$ cat src/rtl/sio_bm_pkg.sv
package sio_bm_pkg;
  typedef struct packed {
    logic tx;
    logic rx;
    logic coll;
    logic dma;
  } sio_irq_t;

  typedef struct packed {
    logic oe;
    logic dout;
  } pin_drv_t;
endpackage

$ cat src/rtl/sio_glitch_filter.sv
module sio_glitch_filter #(
  parameter int  SAMPLES = 3,
  parameter logic RST_VAL = 1'b1
) (
  input  logic clk,
  input  logic rst_n,
  input  logic smp_en,
  input  logic din,
  output logic dout
);
  localparam int HW = SAMPLES - 1;

  logic [HW-1:0] hist_q, hist_d;
  logic          filt_q, filt_d;
  logic [HW:0]   win;

  always_comb begin
    win    = {hist_q, din};
    hist_d = win[HW-1:0];
    if (&win)       filt_d = 1'b1;
    else if (~|win) filt_d = 1'b0;
    else            filt_d = filt_q;
  end

  always_ff @(posedge clk or negedge rst_n) begin
    if (!rst_n) begin
      hist_q <= {HW{RST_VAL}};
      filt_q <= RST_VAL;
    end else if (smp_en) begin
      hist_q <= hist_d;
      filt_q <= filt_d;
    end
  end

  assign dout = filt_q;
endmodule

$ cat src/rtl/sio_bus_cond.sv
module sio_bus_cond (
  input  logic clk,
  input  logic rst_n,
  input  logic bus_en,
  input  logic sda_f,
  input  logic scl_f,
  output logic start_p,
  output logic stop_p,
  output logic scl_rise,
  output logic scl_fall,
  output logic busy
);
  logic sda_prev_q, scl_prev_q, busy_q, busy_d;

  always_comb begin
    start_p  = bus_en & scl_f & scl_prev_q & sda_prev_q & ~sda_f;
    stop_p   = bus_en & scl_f & scl_prev_q & ~sda_prev_q & sda_f;
    scl_rise = ~scl_prev_q & scl_f;
    scl_fall = scl_prev_q & ~scl_f;
    if (!bus_en)      busy_d = 1'b0;
    else if (stop_p)  busy_d = 1'b0;
    else if (start_p) busy_d = 1'b1;
    else              busy_d = busy_q;
  end

  always_ff @(posedge clk or negedge rst_n) begin
    if (!rst_n) begin
      sda_prev_q <= 1'b1;
      scl_prev_q <= 1'b1;
      busy_q     <= 1'b0;
    end else begin
      sda_prev_q <= sda_f;
      scl_prev_q <= scl_f;
      busy_q     <= busy_d;
    end
  end

  assign busy = busy_q;
endmodule

$ cat src/rtl/sio_ack_sampler.sv
module sio_ack_sampler #(
  parameter int BITS = 9
) (
  input  logic clk,
  input  logic rst_n,
  input  logic busy,
  input  logic start_p,
  input  logic scl_rise,
  input  logic scl_fall,
  input  logic sda_f,
  output logic ack_p,
  output logic nack_p
);
  localparam int CW = $clog2(BITS + 1);
  localparam logic [CW-1:0] LAST = CW'(BITS);
  localparam logic [CW-1:0] PRE  = CW'(BITS - 1);

  logic [CW-1:0] cnt_q, cnt_d;
  logic          ackb_q, ackb_d;
  logic          at_end;

  always_comb begin
    at_end = scl_fall & (cnt_q == LAST);
    ack_p  = at_end & ~ackb_q;
    nack_p = at_end & ackb_q;
    cnt_d  = cnt_q;
    ackb_d = ackb_q;
    if (start_p || !busy) begin
      cnt_d = '0;
    end else if (at_end) begin
      cnt_d = '0;
    end else if (scl_rise && cnt_q != LAST) begin
      cnt_d = cnt_q + 1'b1;
      if (cnt_q == PRE) ackb_d = sda_f;
    end
  end

  always_ff @(posedge clk or negedge rst_n) begin
    if (!rst_n) begin
      cnt_q  <= '0;
      ackb_q <= 1'b1;
    end else begin
      cnt_q  <= cnt_d;
      ackb_q <= ackb_d;
    end
  end
endmodule

$ cat src/rtl/sio_sda_delay.sv
module sio_sda_delay #(
  parameter int DW = 4
) (
  input  logic          clk,
  input  logic          rst_n,
  input  logic          bus_en,
  input  logic          busy,
  input  logic          scl_f,
  input  logic [DW-1:0] dly,
  input  logic          tx_bit,
  output logic          sda_hold
);
  localparam logic [DW-1:0] CMAX = {DW{1'b1}};

  logic [DW-1:0] low_q, low_d;
  logic          hold_q, upd;

  always_comb begin
    if (scl_f)              low_d = '0;
    else if (low_q == CMAX) low_d = CMAX;
    else                    low_d = low_q + 1'b1;
    upd = ~bus_en | ~busy | (~scl_f & (low_q >= dly));
  end

  always_ff @(posedge clk or negedge rst_n) begin
    if (!rst_n) begin
      low_q  <= '0;
      hold_q <= 1'b1;
    end else begin
      low_q <= low_d;
      if (upd) hold_q <= tx_bit;
    end
  end

  assign sda_hold = hold_q;
endmodule

$ cat src/rtl/sio_busmode_adapter.sv
module sio_busmode_adapter
  import sio_bm_pkg::*;
#(
  parameter int FILT_SAMPLES = 3,
  parameter int DLY_W        = 4,
  parameter int FRAME_BITS   = 9
) (
  input  logic             clk,
  input  logic             rst_n,
  input  logic             bus_en,
  input  logic             plain_irq_sel,
  input  logic [DLY_W-1:0] sda_dly,
  input  logic             tx_bit,
  input  logic             eng_sclk,
  input  logic             eng_scl_low,
  input  logic             gp_dir,
  input  logic             gp_out,
  input  logic             uart_tx_ev,
  input  logic             uart_rx_ev,
  input  logic             uart_coll_ev,
  input  logic             p0_in,
  input  logic             p1_in,
  input  logic             p2_in,
  output logic             p0_oe,
  output logic             p0_do,
  output logic             p1_oe,
  output logic             p1_do,
  output logic             p2_oe,
  output logic             p2_do,
  output logic             rx_bit,
  output logic             sclk_in,
  output logic             irq_tx,
  output logic             irq_rx,
  output logic             irq_coll,
  output logic             dma_req,
  output logic             bus_busy
);
  localparam int NLINES = 2;

  logic [1:0] rsync_q;
  logic       rst_sn;

  always_ff @(posedge clk or negedge rst_n) begin
    if (!rst_n) rsync_q <= 2'b00;
    else        rsync_q <= {rsync_q[0], 1'b1};
  end
  assign rst_sn = rsync_q[1];

  // line 0 = pin 0 (data), line 1 = pin 1 (clock / receive)
  logic [NLINES-1:0] raw_in, filt;
  assign raw_in = {p1_in, p0_in};

  for (genvar g = 0; g < NLINES; g++) begin : g_filt
    sio_glitch_filter #(.SAMPLES(FILT_SAMPLES), .RST_VAL(1'b1)) u_filt (
      .clk   (clk),
      .rst_n (rst_sn),
      .smp_en(1'b1),
      .din   (raw_in[g]),
      .dout  (filt[g])
    );
  end

  logic sda_f, scl_f;
  assign sda_f = filt[0];
  assign scl_f = filt[1];

  logic start_p, stop_p, scl_rise, scl_fall, busy;

  sio_bus_cond u_cond (
    .clk     (clk),
    .rst_n   (rst_sn),
    .bus_en  (bus_en),
    .sda_f   (sda_f),
    .scl_f   (scl_f),
    .start_p (start_p),
    .stop_p  (stop_p),
    .scl_rise(scl_rise),
    .scl_fall(scl_fall),
    .busy    (busy)
  );

  logic ack_p, nack_p;

  sio_ack_sampler #(.BITS(FRAME_BITS)) u_ack (
    .clk     (clk),
    .rst_n   (rst_sn),
    .busy    (busy),
    .start_p (start_p),
    .scl_rise(scl_rise),
    .scl_fall(scl_fall),
    .sda_f   (sda_f),
    .ack_p   (ack_p),
    .nack_p  (nack_p)
  );

  logic sda_hold;

  sio_sda_delay #(.DW(DLY_W)) u_dly (
    .clk     (clk),
    .rst_n   (rst_sn),
    .bus_en  (bus_en),
    .busy    (busy),
    .scl_f   (scl_f),
    .dly     (sda_dly),
    .tx_bit  (tx_bit),
    .sda_hold(sda_hold)
  );

  pin_drv_t pd0, pd1, pd2;
  sio_irq_t irq;
  logic     route_bus;

  always_comb begin
    route_bus = bus_en & ~plain_irq_sel;
    if (bus_en) begin
      pd0     = '{oe: ~sda_hold,   dout: 1'b0};
      pd1     = '{oe: eng_scl_low, dout: 1'b0};
      pd2     = '{oe: gp_dir,      dout: gp_out};
      rx_bit  = sda_f;
      sclk_in = scl_f;
    end else begin
      pd0     = '{oe: 1'b1, dout: tx_bit};
      pd1     = '{oe: 1'b0, dout: 1'b0};
      pd2     = '{oe: 1'b1, dout: eng_sclk};
      rx_bit  = scl_f;
      sclk_in = p2_in;
    end
    irq.coll = bus_en ? (start_p | stop_p) : uart_coll_ev;
    if (route_bus) begin
      irq.tx  = nack_p;
      irq.rx  = ack_p;
      irq.dma = ack_p;
    end else begin
      irq.tx  = uart_tx_ev;
      irq.rx  = uart_rx_ev;
      irq.dma = uart_rx_ev;
    end
  end

  assign p0_oe    = pd0.oe;
  assign p0_do    = pd0.dout;
  assign p1_oe    = pd1.oe;
  assign p1_do    = pd1.dout;
  assign p2_oe    = pd2.oe;
  assign p2_do    = pd2.dout;
  assign irq_tx   = irq.tx;
  assign irq_rx   = irq.rx;
  assign irq_coll = irq.coll;
  assign dma_req  = irq.dma;
  assign bus_busy = busy;
endmodule

$ cat config.mk
export PLATFORM = sky130hd
export DESIGN_NAME = sio_busmode_adapter
export DESIGN_NICKNAME = d
export VERILOG_FILES = /design/src/rtl/sio_bm_pkg.sv /design/src/rtl/sio_glitch_filter.sv /design/src/rtl/sio_bus_cond.sv /design/src/rtl/sio_ack_sampler.sv /design/src/rtl/sio_sda_delay.sv /design/src/rtl/sio_busmode_adapter.sv
export SDC_FILE = /design/constraint.sdc
export NUM_CORES = 1
export LEC_CHECK = 0
export BUFFER_PORTS_ARGS = -buffer_cell sky130_fd_sc_hd__buf_2
export CAP_MARGIN = 20
export CORE_MARGIN = 2
export CORE_UTILIZATION = 46
export CTS_BUF_LIST = sky130_fd_sc_hd__clkbuf_2
export CTS_CLUSTER_SIZE = 20
export DETAILED_ROUTE_END_ITERATION = 8
export PLACE_DENSITY = 0.75
export SLEW_MARGIN = 10
export SYNTH_ARGS = -nofsm -noshare
export SYNTH_HDL_FRONTEND = slang
export SYNTH_SLANG_ARGS = --single-unit
$ cat constraint.sdc
create_clock -name clk -period 1.85 [get_ports clk]
set_input_delay 0.185 -clock clk [delete_from_list [all_inputs] [get_ports clk]]
set_output_delay 0.185 -clock clk [all_outputs]
set_load 0.01 [all_outputs]
== Word-level counts from Yosys, hierarchy flattened ==
Cells that the tools add are included.

* Bits in registers: 21
* Input port bits: 19
* Output and inout port bits: 13
* Logic and storage cells: 78

* Add/sub/neg operators: 2
* Magnitude comparators: 1
* Equal/unequal tests: 7
* Mux-type cells: 20
* Bitwise operators: 27
* Reductions and logical operators: 9

{| class="wikitable"
|+ Operator list
! cell !! count
|-
| 4-bit 2-to-1 mux || 5
|-
| 1-bit bitwise AND || 13
|-
| 4-bit == test (second input constant) || 3
|-
| 1-bit 2-to-1 mux || 11
|-
| 1-bit NOT || 11
|-
| 4-bit by 1-bit adder with 4-bit output (second input constant) || 2
|-
| 2-bit 2-to-1 mux || 4
|-
| 3-bit AND reduction || 2
|-
| 3-bit OR reduction || 2
|-
| 4-bit greater-or-equal comparator || 1
|-
| 2-bit by 1-bit inequality test with 1-bit output (second input constant) || 2
|-
| 4-bit inequality test (second input constant) || 1
|-
| 4-bit AND reduction || 1
|-
| 3-bit by 1-bit inequality test with 1-bit output (second input constant) || 1
|-
| 1-bit bitwise OR || 3
|-
| 3-bit nonzero test || 1
|-
| 1-bit logical AND || 1
|-
| 1-bit zero test || 1
|-
| 1-bit logical OR || 1
|}

== Logic depth before layout (Yosys ltp) ==
Gate-level depths: netlist of the first run.

* Depth after elaboration: 7
* Gate-level depth with buffers: 6
* Mapped depth without buffers: 6

== Modules after synthesis ==
Synthesis of the first run repeated with hierarchy kept, for this count alone.

* Cell total of the unflattened synthesis: 123
* Area total of the unflattened synthesis: 1,302.5 µm²

{| class="wikitable"
|+ By module, submodules not included
! module !! instances !! cells each !! area each (µm²) !! sequential area each (µm²)
|-
| sio_sda_delay || 1 || 37 || 345.3 || 126.4
|-
| sio_ack_sampler || 1 || 34 || 321.6 || 126.4
|-
| sio_glitch_filter || 2 || 9 || 136.4 || 78.8
|-
| sio_busmode_adapter || 1 || 20 || 201.4 || 50.0
|-
| sio_bus_cond || 1 || 14 || 161.4 || 77.6
|}

== Least setup slack after synthesis of the first run ==
Ideal clock, no wire load.

* Kind: register to register
* Start: reg u_dly.low_q[0]
* End: reg u_dly.hold_q, in the netlist u_dly.sda_hold
* Arrival: 1.591 ns
* Required time: 1.768 ns
* Setup slack: 0.177 ns
* Stages on the path, launching flop included: 7
* Buffers on the path: 0
* Path through: dfrtp_1 -> inv_1 -> ha_1 -> nand2b_4 -> a2111oi_4 -> o311ai_1 -> mux2_4

* Longest elaborated chain between the ends: 3

{| class="wikitable"
|+ RTL lines
! item !! line !! source
|-
| start: declaration || sio_sda_delay.sv:15 || <nowiki>logic [DW-1:0] low_q, low_d;</nowiki>
|-
| start signal: assignment || sio_sda_delay.sv:30 || <nowiki>low_q <= low_d;</nowiki>
|-
| 4-bit greater-or-equal comparator || sio_sda_delay.sv:22 || <nowiki>upd = ~bus_en | ~busy | (~scl_f & (low_q >= dly));</nowiki>
|-
| 1-bit bitwise AND || sio_sda_delay.sv:22 ||
|-
| 1-bit bitwise OR || sio_sda_delay.sv:22 ||
|-
| end signal: assignment || sio_sda_delay.sv:31 || <nowiki>if (upd) hold_q <= tx_bit;</nowiki>
|-
| end: declaration || sio_sda_delay.sv:16 || <nowiki>logic hold_q, upd;</nowiki>
|}

Every way passes these cells.
A chain may end at the register's enable or synchronous reset.

== Final worst setup path of the first run ==
* Start: reg u_ack.cnt_q[1]
* End: out irq_tx

* Longest elaborated chain between the ends: 4

{| class="wikitable"
|+ RTL lines
! item !! line !! source
|-
| start: declaration || sio_ack_sampler.sv:18 || <nowiki>logic [CW-1:0] cnt_q, cnt_d;</nowiki>
|-
| start signal: assignment || sio_ack_sampler.sv:43 || <nowiki>cnt_q <= cnt_d;</nowiki>
|-
| 4-bit == test || sio_ack_sampler.sv:23 || <nowiki>at_end = scl_fall & (cnt_q == LAST);</nowiki>
|-
| 1-bit bitwise AND || sio_ack_sampler.sv:23 ||
|-
| 1-bit bitwise AND || sio_ack_sampler.sv:25 || <nowiki>nack_p = at_end & ackb_q;</nowiki>
|-
| 2-bit 2-to-1 mux || sio_busmode_adapter.sv:129 || <nowiki>if (route_bus) begin</nowiki>
|-
| end: declaration || sio_busmode_adapter.sv:32 || <nowiki>output logic irq_tx,</nowiki>
|}

Every way passes these cells.

==> results of run 1 <==
[power by group]
part	internal [mW]	total [mW]	switching (mW)
Clock	0.0490	0.187	0.138
Combinational	0.107	0.201	0.0934
Sequential	0.502	0.549	0.0476
[worst max-delay path: cells and delay by family, from the launching register on]
kind	cells	cell delay (ns)
AOI/OAI and AO/OA	1	0.13
and+or+nand+nor	3	0.31
adders and majority gates	1	0.15
DFF	1	0.43
buffers and inverters	2	0.22
[state kept, by name, summed over array words and instances (netlist names), 2 cells and up]
name                  flops
g_filt.u_filt.hist_q      4
u_ack.cnt_q               4
u_dly.low_q               4
g_filt.u_filt.dout        2
rsync_q                   2
[logic make-up after synthesis]
family	count (synthesis)	share of synthesized area
AO/OA/AOI/OAI	25	0.150
XOR/XNOR	2	0.0147
buffers and inverters	16	0.0598
flip-flops	21	0.451
multiplexers	5	0.0504
adder cells (fa/ha/maj)	8	0.0839
other	2	0.00630
AND/OR/NAND/NOR	38	0.184
[worst max path at each step]
stage                          startpoint                    endpoint  slack (ns)  depth (start not counted)
2_1_floorplan    u_dly.low_q[0]$_DFF_PN0_  u_dly.sda_hold$_DFFE_PN1P_        0.18                          6
3_3_place_gp     u_dly.low_q[0]$_DFF_PN0_  u_dly.sda_hold$_DFFE_PN1P_        0.14                          6
3_5_place_dp     u_dly.low_q[0]$_DFF_PN0_  u_dly.sda_hold$_DFFE_PN1P_        0.09                          6
4_1_cts        u_ack.cnt_q[1]$_DFFE_PN0P_                      irq_tx        0.01                          7
5_1_grt        u_ack.cnt_q[1]$_DFFE_PN0P_                      irq_tx       -0.05                          7
6_report       u_ack.cnt_q[1]$_DFFE_PN0P_                      irq_tx        0.10                          7
[area by class of cell]
type                    count  area share
well taps                  30      0.0254
flip-flops and latches     21       0.365
repair buffers             40       0.157
multi-input cells          80       0.414
clock inverters             1     0.00338
clock buffers               3      0.0102
inverters                  10      0.0254
[timing repair]
action	CTS	global route
pin swaps	0	2
gates resized for setup	3	6
hold endpoints to repair	4	0
buffers inserted	1	5
setup endpoints to repair	3	4
hold buffers	3	0
[cells in the final DEF, fill, tap and decap left out, types with 3 or more instances in the layout]
cell and count:
dfstp_2 10, nor3_1 4, nand3_1 5, clkbuf_2 3, nand2b_1 3, nor2_1 5
dlygate4sd3_1 3, a21oi_1 5, ha_1 7, nand2_1 8, dfrtp_1 10, inv_1 9
o21ai_0 7, buf_2 30, buf_4 7, mux2_2 4
[metal layers]
metal | global-route usage | wire [µm] | vias to the layer above
met5 | 0 | 0 | -
met1 | 0.204 | 949 | 465
met3 | 0.0349 | 187 | 5
met2 | 0.272 | 1120 | 43
met4 | 0.0935 | 40 | 0
li1 | - | - | 481
[Yosys cell counts, types with 3 or more instances]
| cell | n |
|---|---|
| a21oi_1 | 5 |
| buf_2 | 3 |
| dfrtp_1 | 11 |
| dfstp_2 | 10 |
| ha_1 | 8 |
| inv_1 | 10 |
| mux2_2 | 4 |
| nand2_1 | 8 |
| nand2b_1 | 3 |
| nand3_1 | 6 |
| nor2_1 | 6 |
| nor3_1 | 4 |
| o21ai_0 | 8 |
==> run summary, run 1 <==
Post-synth ARST share - 1.00
post-synth net total - 144
Crit Path Class - reg2out
die area - 0.00302 mm²
CP peak stage delay - 0.43 ns
total grt overflow - 0
clock latency on the worst-skew pair - 0.32 ns
arrival time worst endpoint - 1.56 ns
Final ANT Viol Nets - 0
RR Endpoint - u_dly.sda_hold$_DFFE_PN1P_
fmax - 573 MHz
Slew headroom - 0.496
outcome - complete, no violations
TNS Setup - 0 ns
pwr/cell area - 633 mW/mm²
Hold Path End - u_dly.sda_hold$_DFFE_PN1P_
input/output buffers - 30
Final Wtd Congestion - 0.780
Residual DRC - 0
Max rail drop VDD - 0.509 mV
final worst path period share - 0.943
1st-iter DRT viols - 20
multi-input logic area - 612 µm²
CTS tree - done
pin count of the biggest net entering global routing - 20
Startpoint Class - flip-flop
largest buffer count on any clock path - 2
via count - 994
total CTS buffers - 3
final worst slack - 0.105 ns
Static Leak - 0.721 nW
CTS root buffer - clkbuf_2
fill cell total of the finished layout - 213
vias in the first global route - 855
Placeable Area - 0.00248 mm²
Synth top area share - 0.231
Final nets - 183
post-route non-filler standard cell count - 185
placed insts - 172
Seq. cell area - 539 µm²
area leader, netlist - dfrtp_1
Min-Delay Path Class - in2reg
Ys Warns - 0
hold_ws - 0.0962 ns
share of layout cells above drive strength 1 - 0.426
Required @ worst endpoint - 1.66 ns
reg2reg start - u_dly.low_q[0]$_DFF_PN0_
Vias/cell - 5.37
ys flop type - dfrtp_1
Critical Path End Type - output port
R2R Setup Slk - 0.12 ns
HP Start - tx_bit
hpwl dp - 1.65 mm
Row Count - 18
IO Count - 32
RSZ-0062 raised after global routing - true
setup violators final - 0
n_diodes - 0
EDFF count, synth - 0
crit path time final - 1.75 ns
final core area utilization - 0.597
Design Area, Final - 0.00148 mm²
initial antenna violation count - 0
part of the Yosys area used for sequential elements - 0.451
chip width - 54.9 µm
Die Ht - 54.9 µm
TritonRoute pass-1 iters - 4
GR Util All Layers - 0.166
critical path's slowest cell - dfrtp_1
Worst-Margin Slew - 0.755 ns
depth of the CTS H-tree - 1
fin. max-slew vios - 0
Clock Sinks - 21
Power Total - 0.936 mW
P&R area growth vs syn - 24.0%
Initial Util - 0.481
DR WL/cell - 12.4 µm
Area contributors post-synth - dfrtp_1, dfstp_2, ha_1
placed cell area - 0.00135 mm²
crit-path cells - inv_2, ha_4, nand3b_4, nor2_4, nand3_2, o21ai_2, buf_2
number of synthesized register bits - 21
Hold Path Depth - 2
Post-Synthesis Cells - 117
CP max FO - 3
Netlist cell types - 37
final hold violations - 0
worst clock skew - 0.00153 ns
cells on worst reg2reg path - 6
Synth Cell Area - 0.00119 mm²
WL final - 2.29 mm
pre-CTS WS - 0.0916 ns
first-pass GRT wire length - 3.49 mm
clock-pin slew on the worst setup and hold paths - 0.19 ns
max-cap violations - 0
Syn Area/Cell - 10.2 µm²
(Power assumes the default switching activity.)
==> run 2: changes to the inputs <==
--- a/config.mk
+++ b/config.mk
@@ -5,6 +5,7 @@
 export SDC_FILE = /design/constraint.sdc
 export NUM_CORES = 1
 export LEC_CHECK = 0
+export ABC_AREA = 0
 export BUFFER_PORTS_ARGS = -buffer_cell sky130_fd_sc_hd__buf_2
 export CAP_MARGIN = 20
 export CORE_MARGIN = 2
@@ -12,8 +13,9 @@
 export CTS_BUF_LIST = sky130_fd_sc_hd__clkbuf_2
 export CTS_CLUSTER_SIZE = 20
 export DETAILED_ROUTE_END_ITERATION = 8
-export PLACE_DENSITY = 0.75
+export PLACE_DENSITY = 0.74
 export SLEW_MARGIN = 10
 export SYNTH_ARGS = -nofsm -noshare
 export SYNTH_HDL_FRONTEND = slang
+export SYNTH_HIERARCHICAL = 1
 export SYNTH_SLANG_ARGS = --single-unit
==> run 2 against run 1 <==
Compared with the run above:
- the run now ends with negative setup slack left
- via count rose by 6.7%
- final cell count rose by 9.2%
- first-iteration DRC count rose by 15%
- core utilization fell by 0.20 points
- die area rose by 8.5%
- combinational power rose by 85%
- sequential share of layout area fell by 3.4 points
- register-to-register slack improved by 0.05 ns
- critical path depth fell by 2
- design area rose by 10%
- wire length rose by 7.1%
- non-clock buffer count fell by 1
==> run summary, run 2 <==
WL final - 2.46 mm
Max rail drop VDD - 0.554 mV
outcome - finished, violations left
internal power - 0.801 mW
Netlist cell types - 42
Power Total - 1.21 mW
CP max FO - 3
final hold violations - 0
Combinational Power Share - 0.307
GR Util All Layers - 0.158
most frequent cell after synthesis - dfrtp_1
Startpoint Class - flip-flop
Critical Path End Type - output port
multi-input logic area - 766 µm²
Ys Warns - 6
DR WL/cell - 12.2 µm
setup violators final - 3
Seq. cell area - 538 µm²
Area contributors post-synth - dfrtp_1, dfstp_2, ha_1
hpwl dp - 1.79 mm
1st-iter DRT viols - 23
Design Area, Final - 0.00163 mm²
first-pass GRT wire length - 4.18 mm
final worst path period share - 1.01
arrival time worst endpoint - 1.69 ns
placed insts - 190
Post-Synthesis Cells - 123
P&R area growth vs syn - 24.9%
Vias/cell - 5.25
placed cell area - 0.00150 mm²
vias in the first global route - 1014
Clock Sinks - 21
failing checks - negative setup slack
Post-synth ARST share - 1.00
Placeable Area - 0.00273 mm²
Sw Share - 0.336
pre-CTS WS - 0.170 ns
Slew headroom - 0.512
Post-synth top cells - dfrtp_1, dfstp_2, inv_1
part of the Yosys area used for sequential elements - 0.413
fin. max-slew vios - 0
Switch Pwr - 0.406 mW
die area - 0.00327 mm²
Initial Util - 0.476
crit path time final - 1.88 ns
total grt overflow - 0
most frequent cells in the layout - buf_2, dfrtp_1, conb_1, dfstp_2
Row Count - 19
CTS tree - done
pin count of the biggest net entering global routing - 20
total CTS buffers - 3
chip width - 57.2 µm
ys flop type - dfrtp_1
input/output buffers - 30
n_diodes - 0
worst clock skew - 0.0140 ns
number of synthesized register bits - 21
Syn Area/Cell - 10.6 µm²
IO Count - 32
clock latency on the worst-skew pair - 0.30 ns
biggest regs - g_filt.u_filt/hist_q (4), u_ack/cnt_q (4), u_dly/low_q (4)
R2R Setup Slk - 0.17 ns
area leader, netlist - dfrtp_1
Sequential Power Share - 0.542
largest buffer count on any clock path - 2
share of layout cells above drive strength 1 - 0.468
Final ANT Viol Nets - 0
Required @ worst endpoint - 1.66 ns
Residual DRC - 0
Crit Path Class - reg2out
initial antenna violation count - 0
clock power share - 0.150
final worst slack - -0.0264 ns
CTS root buffer - clkbuf_2
Final Wtd Congestion - 0.721
EDFF count, synth - 0
pwr/cell area - 742 mW/mm²
Die Ht - 57.2 µm
Synth Cell Area - 0.00130 mm²
fmax - 533 MHz
TritonRoute pass-1 iters - 4
most common cell after layout, fill and taps aside - buf_2
clock-pin slew on the worst setup and hold paths - 0.19 ns
RSZ-0062 raised after global routing - true
depth of the CTS H-tree - 1
Synth top area share - 0.211
via count - 1061
max-cap violations - 0
Min-Delay Path Class - in2reg
Final nets - 199
post-route non-filler standard cell count - 202
Static Leak - 0.766 nW
Worst-Margin Slew - 0.733 ns
fill cell total of the finished layout - 237
==> run 2: changes by cell type after synthesis, sizes merged, moves of 3 or more <==
cell,change
o21ai,-6
mux2,+5
a2111oi,-3
and2b,+3
nor3b,+3
==> run 2: area by class of cell <==
| cell class | count | share of cell area |
|---|---|---|
| flip-flops and latches | 21 | 0.331 |
| clock buffers | 4 | 0.0123 |
| well taps | 31 | 0.0238 |
| repair buffers | 39 | 0.142 |
| inverters | 9 | 0.0208 |
| multi-input cells | 98 | 0.471 |
==> run 2: kinds of logic after synthesis <==
| logic type | synth area share |
|---|---|
| xor+xnor | 0.00673 |
| buf+inv | 0.0461 |
| compound gates | 0.0874 |
| simple gates | 0.272 |
| mux | 0.0922 |
| flops | 0.413 |
| fa+ha+maj | 0.0769 |
| other cells | 0.00577 |
==> run 2: metrics by stage <==
| stage | TNS, ns | hold WS (ns) | util |
|---|---|---|---|
| after floorplan | 0 | -0.111 | - |
| after global placement | 0 | -0.0299 | 0.550 |
| after detailed placement | 0 | -0.0290 | 0.550 |
| after CTS | -0.0492 | 0.130 | 0.583 |
| after global routing | -0.452 | 0.112 | 0.595 |
| final | -0.0667 | 0.140 | 0.595 |
==> run 2: path summary, 6_finish.rpt <==
path | from | endpoint | cells after the start
worst max-delay path | g_filt[1].u_filt/dout$_DFFE_PN1P_ | irq_rx | 5
worst min-delay path | p1_in | g_filt[1].u_filt/hist_q[0]$_DFFE_PN1P_ | 2
worst max register to register | g_filt[1].u_filt/dout$_DFFE_PN1P_ | u_ack/ackb_q$_DFFE_PN1P_ | 7
worst min register to register | rsync_q[1]$_DFF_PN0_ | u_dly/low_q[0]$_DFF_PN0_ | 0
max in group asynchronous | rsync_q[1]$_DFF_PN0_ | u_ack/cnt_q[3]$_DFFE_PN0P_ | 0
min in group asynchronous | rst_n | rsync_q[0]$_DFF_PN0_ | 2
==> run 2: what timing repair did <==
| action | 4_1_cts | 5_1_grt |
|---|---|---|
| hold buffers | 1 | 0 |
| gates resized for setup | 6 | 3 |
| setup buffers | 5 | 2 |
| setup endpoints to repair | 3 | 4 |
| hold endpoints to repair | 2 | 0 |
| pin swaps | 3 | 2 |
==> run 2: power groups by stage <==
stage	sequential [mW]	combinational, mW	clock [mW]
2_1_floorplan	0.641	0.263	0
3_3_place_gp	0.659	0.327	0
3_5_place_dp	0.667	0.346	0
4_1_cts	0.653	0.365	0.192
5_1_grt	0.673	0.416	0.209
6_report	0.655	0.371	0.181
==> run 2: layer usage <==
metal | wire, µm | global-route usage | vias up
met5 | 0 | 0 | -
met1 | 1040 | 0.178 | 513
met2 | 1290 | 0.309 | 26
met4 | 12 | 0.0399 | 0
li1 | - | - | 520
met3 | 109 | 0.0204 | 2
==> run 2: critical path: stages, from the launching register on <==
cell	delay, ns
dfstp_2	0.60
and2b_2	0.23
nand4b_1	0.11
nor2_1	0.05
mux2_4	0.26
buf_2	0.14
